===== src/rtl/usb_port_router.sv =====
module usb_port_router #(
  parameter int PORT_INDEX = 0
) (
  input  logic clk,
  input  logic rst_n,
  input  logic cfg_flag,
  input  logic dbg_mode,
  input  logic owner_wr1,
  input  logic dev_present,
  input  logic hs_detected,
  input  logic reset_done,
  input  logic hs_csc_clr,
  input  logic cp_csc_clr,
  output logic owner_cp,
  output logic hs_connect,
  output logic cp_connect,
  output logic hs_csc,
  output logic cp_csc,
  output logic port_en
);

  localparam bit DBG_CAPABLE = (PORT_INDEX == 0);

  logic owner_q, owner_d;
  logic cfg_q, dev_q;
  logic hs_prev_q, cp_prev_q;
  logic hs_csc_q, cp_csc_q;
  logic pe_q, pe_d;
  logic dbg_force, cfg_rise, dev_fall;

  assign dbg_force  = dbg_mode & DBG_CAPABLE;
  assign cfg_rise   = cfg_flag & ~cfg_q;
  assign dev_fall   = dev_q & ~dev_present;

  assign hs_connect = dev_present & ~owner_q;
  assign cp_connect = dev_present &  owner_q;

  always_comb begin
    if (dbg_force)                     owner_d = 1'b0;
    else if (!cfg_flag)                owner_d = 1'b1;
    else if (cfg_rise)                 owner_d = 1'b0;
    else if (owner_wr1)                owner_d = 1'b1;
    else if (owner_q && dev_fall)      owner_d = 1'b0;
    else                               owner_d = owner_q;
  end

  always_comb begin
    pe_d = pe_q;
    if (reset_done && hs_connect) pe_d = hs_detected;
    if (!hs_connect || owner_d)   pe_d = 1'b0;
  end

  always_ff @(posedge clk) begin
    if (!rst_n) begin
      owner_q   <= 1'b1;
      cfg_q     <= 1'b0;
      dev_q     <= 1'b0;
      hs_prev_q <= 1'b0;
      cp_prev_q <= 1'b0;
      hs_csc_q  <= 1'b0;
      cp_csc_q  <= 1'b0;
      pe_q      <= 1'b0;
    end else begin
      owner_q   <= owner_d;
      cfg_q     <= cfg_flag;
      dev_q     <= dev_present;
      hs_prev_q <= hs_connect;
      cp_prev_q <= cp_connect;
      hs_csc_q  <= (hs_connect != hs_prev_q) | (hs_csc_q & ~hs_csc_clr);
      cp_csc_q  <= (cp_connect != cp_prev_q) | (cp_csc_q & ~cp_csc_clr);
      pe_q      <= pe_d;
    end
  end

  assign owner_cp = owner_q;
  assign hs_csc   = hs_csc_q;
  assign cp_csc   = cp_csc_q;
  assign port_en  = pe_q;

  a_r2_cfg_low_companion: assert property (@(posedge clk) disable iff (!rst_n)
    (!cfg_flag && !(dbg_mode && DBG_CAPABLE)) |=> owner_cp);

  a_r11_debug_pins_hs: assert property (@(posedge clk) disable iff (!rst_n)
    (dbg_mode && DBG_CAPABLE) |=> !owner_cp);

  a_r4_flag_rise_hs: assert property (@(posedge clk) disable iff (!rst_n)
    (cfg_flag && !cfg_q && !dbg_mode) |=> !owner_cp);

  a_r5_hs_enable: assert property (@(posedge clk) disable iff (!rst_n)
    (reset_done && hs_detected && hs_connect && cfg_flag && !owner_wr1) |=> (port_en && !owner_cp));

  a_r6_fs_no_enable: assert property (@(posedge clk) disable iff (!rst_n)
    (reset_done && !hs_detected) |=> !port_en);

  a_r7_handoff: assert property (@(posedge clk) disable iff (!rst_n)
    (owner_wr1 && cfg_flag && cfg_q && !dbg_mode) |=> (owner_cp && !port_en));

  a_r9_hs_sticky: assert property (@(posedge clk) disable iff (!rst_n)
    (hs_csc && !hs_csc_clr) |=> hs_csc);

  a_r9_cp_sticky: assert property (@(posedge clk) disable iff (!rst_n)
    (cp_csc && !cp_csc_clr) |=> cp_csc);

  a_r12_enable_needs_hs_owner: assert property (@(posedge clk) disable iff (!rst_n)
    port_en |-> !owner_cp);

  a_r12_enable_drops: assert property (@(posedge clk) disable iff (!rst_n)
    !hs_connect |=> !port_en);

endmodule


===== config.mk =====
export PLATFORM = sky130hd
export DESIGN_NAME = usb_port_router
export DESIGN_NICKNAME = d
export VERILOG_FILES = /design/src/rtl/usb_port_router.sv
export SDC_FILE = /design/constraint.sdc
export NUM_CORES = 1
export LEC_CHECK = 0
export BUFFER_PORTS_ARGS = -buffer_cell sky130_fd_sc_hd__buf_2
export CAP_MARGIN = 15
export CORE_AREA = 2 2 39 41
export CTS_BUF_LIST = sky130_fd_sc_hd__clkbuf_2
export CTS_CLUSTER_SIZE = 28
export DETAILED_ROUTE_END_ITERATION = 16
export DIE_AREA = 0 0 41 43
export SYNTH_ARGS = -nofsm -noshare
export SYNTH_HDL_FRONTEND = slang
export SYNTH_SLANG_ARGS = --single-unit

===== constraint.sdc =====
create_clock -name clk -period 1 [get_ports clk]
set_input_delay 0.05 -clock clk [delete_from_list [all_inputs] [get_ports clk]]
set_output_delay 0.05 -clock clk [all_outputs]
set_load 0.02 [all_outputs]

==> impl_metrics.csv <==
group,metric,value,unit
critical_path,worst_ep_required_time,950,ps
synth,synth_top_area_share,52.2,%
critical_path,reg2reg_depth,3,
placed_design,gp_congestion,0.651,
critical_path,worstPathArrival,940,ps
timing,rsz0062_at_grt,"true",
synth,synth.distinct_cells,14,
route,drtIter0Drc,2,
clock_network,ctsRootBufferMaster,"clkbuf_2",
critical_path,r2r_setup_slack,80,ps
timing,fin_crit,988,ps
timing,hold_viol,0,
cells_and_area,diodes,0,
synth,synth.area.top_cells,"dfxtp_1 52%, a21boi_0 7.3%, nand2b_1 6.1%",
timing,worstMarginPinSlew,263,ps
min_path,worstHoldStart,"cfg_flag",
critical_path,worst_path_max_delay_cell,"dfxtp_4",
timing,maxSlewHeadroom,82.4,%
clock_network,cts_tree,"done",
cells_and_area,fin_cells,63,
critical_path,rr_startpoint,"owner_cp",
timing,drv_slew,0,
route,wirelength,571,µm
min_path,hold_end,"cfg_q",
power_and_ir_drop,p_leak,0.203,nW
synth,seq_area_frac_synth,52.2,%
power_and_ir_drop,p_per_area,1480,nW/µm²
synth,syn_area,307,µm²
timing,finClkSkew,3.23,ps
floorplanning,ios,16,
critical_path,path_cells,"and2b_2, buf_6",
grt,grt_pass1_vias,217,
grt,grt_max_degree,7,
floorplanning,dieArea,1760,µm²
clock_network,cts-htree-levels,1,
route,drtPass1Iterations,2,
route,drc,0,
synth,synth_fp_nets,38,
synth,syn_inst,28,
timing,setup_viol_count_final,0,
run_status,status,"finished clean",
clock_network,clock_sinks,8,
grt,grt_pass1_wl,855,µm
min_path,hold_class,"in -> reg",
placed_design,dp_cells,59,
clock_network,cts_buffers,3,
floorplanning,initial_core_util,22.2,%
clock_network,path_clk_slew,70,ps
synth,synth_warnings,0,
power_and_ir_drop,irDropWorstVdd,0.565,mV
floorplanning,die_h,43,µm
critical_path,critical_path_peak_fanout,3,
cells_and_area,fin_nets,59,
run,drv_cap,0,
cells_and_area,drive_gt1_share,51.1,%
critical_path,critPathKind,"reg -> out",
min_path,hold_path_depth,2,
route,viasPerCell,4.05,
timing,timing.fmax,1.01,GHz
grt,antenna_found_initial,0,
critical_path,worstSetupStartpointType,"flip-flop",
critical_path,cp-end-kind,"primary output",
cells_and_area,finalInstanceArea,443,µm²
floorplanning,die_x,41,µm
route,ant_nets,0,
timing,timing.hold.ws,57.7,ps
clock_network,hold_buffers,0,
cells_and_area,fillCellCount,149,
placed_design,io_buffers,15,
clock_network,cts.path.max_buffers,2,
synth,avgSynthCellArea,10.9,µm²
grt,grt.total_usage,7.75,%
floorplanning,fp.coreArea,1380,µm²
timing,fin_crit_sh,98.8,%
clock_network,clk_latency,230,ps
synth,synth_seq_cells,8,
synth,netlist.top_cell.by_area,"dfxtp_1",
grt,gr-total-overflow,0,
critical_path,cp-startpoint,"owner_cp",
floorplanning,placementRows,14,
placed_design,place_area,405,µm²
route,vias,255,
critical_path,crit-reg2reg-capture,"hs_csc",
critical_path,slowest_delay,350,ps
route,wl_per_cell,9.06,µm
cells_and_area,synthToLayoutAreaGrowth,44.5,%
==> cell usage after synthesis, drive strengths merged <==
master	n
dfxtp	8
and3	1
o21a	1
nor2b	2
inv	1
mux2i	1
nand2b	3
o21ai	1
a21boi	3
xnor2	2
and2	3
and2b	1
a2111oi	1
==> cell type report <==
cell class              count  area [µm²]  share of cell area [%]
clock buffers               3        15.0                    3.39
inverters                   1        3.75                   0.847
multi-input cells          19         145                    32.8
flip-flops and latches      8         164                    37.0
well taps                  16        20.0                    4.52
repair buffers             16        95.1                    21.5
==> critical path, delay by kind of cell (launching register included) <==
family | cells | cell delay (ps)
buffers and inverters | 1 | 130
AND/OR/NAND/NOR | 1 | 230
flip-flops | 1 | 350
==> worst max path at each step <==
stage / to / slack (ps) / cells past startpoint
global route: hs_connect / -30 / 2
finish: hs_connect / 10 / 2
CTS: hs_connect / -20 / 2
global placement: hs_csc / 50 / 3
floorplan: hs_csc / -30 / 3
detailed placement: hs_csc / 40 / 3
==> registers in the layout (all words and copies together), names as in the netlist <==
signal     count
cp_csc         1
hs_prev_q      1
port_en        1
dev_q          1
hs_csc         1
cp_prev_q      1
cfg_q          1
owner_cp       1
==> where the power goes <==
part	switching, mW	internal (mW)	total, mW
Clock	0.105	0.0818	0.187
Combinational	0.0596	0.0626	0.122
Sequential	0.00786	0.338	0.346
Total	0.172	0.483	0.655
==> placed cells by master (no fill, tap or decap), types with 2 or more instances in the layout <==
cell type   n
clkbuf_2    3
xnor2_1     2
dfxtp_1     7
a21boi_0    3
and2_2      2
buf_6       2
nand2b_1    3
buf_2      13
nor2b_1     2
==> through the flow <==
| stage | total power [mW] | setup WS, ps | TNS [ps] | util [%] |
|---|---|---|---|---|
| final | 0.655 | 12.1 | 0 | 32.0 |
| after global routing | 0.703 | -32.4 | -39.4 | 32.0 |
| after CTS | 0.675 | -21.1 | -21.1 | 32.0 |
| after detailed placement | 0.465 | 37.6 | 0 | 29.3 |
| after global placement | 0.464 | 51.2 | 0 | 29.3 |
| after floorplan | 0.422 | -32.8 | -32.8 | - |
==> repair_timing <==
item	in CTS	in global routing
resized for setup	5	0
endpoints found under the setup margin	2	3
endpoints found under the hold margin	0	0
pin swaps	0	1
setup buffers	1	0
cloned	0	0
==> cells by family (layout without fill, tap and decap cells) <==
logic type / after synthesis / in the layout / synth area share [%]
AOI/OAI and AO/OA: 6 / 6 / 16.3
xor gates and xnor gates: 2 / 2 / 5.72
buffers and inverters: 1 / 20 / 1.22
DFF: 8 / 8 / 52.2
muxes: 1 / 1 / 3.27
and+or+nand+nor: 10 / 10 / 21.2
==> metal layers <==
metal	vias up	track usage (%)	routed length, µm
met5	-	0	0
met4	0	4.00	0
met3	0	6.28	53
met2	12	10.9	266
met1	110	7.79	251
li1	133	-	-
(Power assumes the default switching activity.)
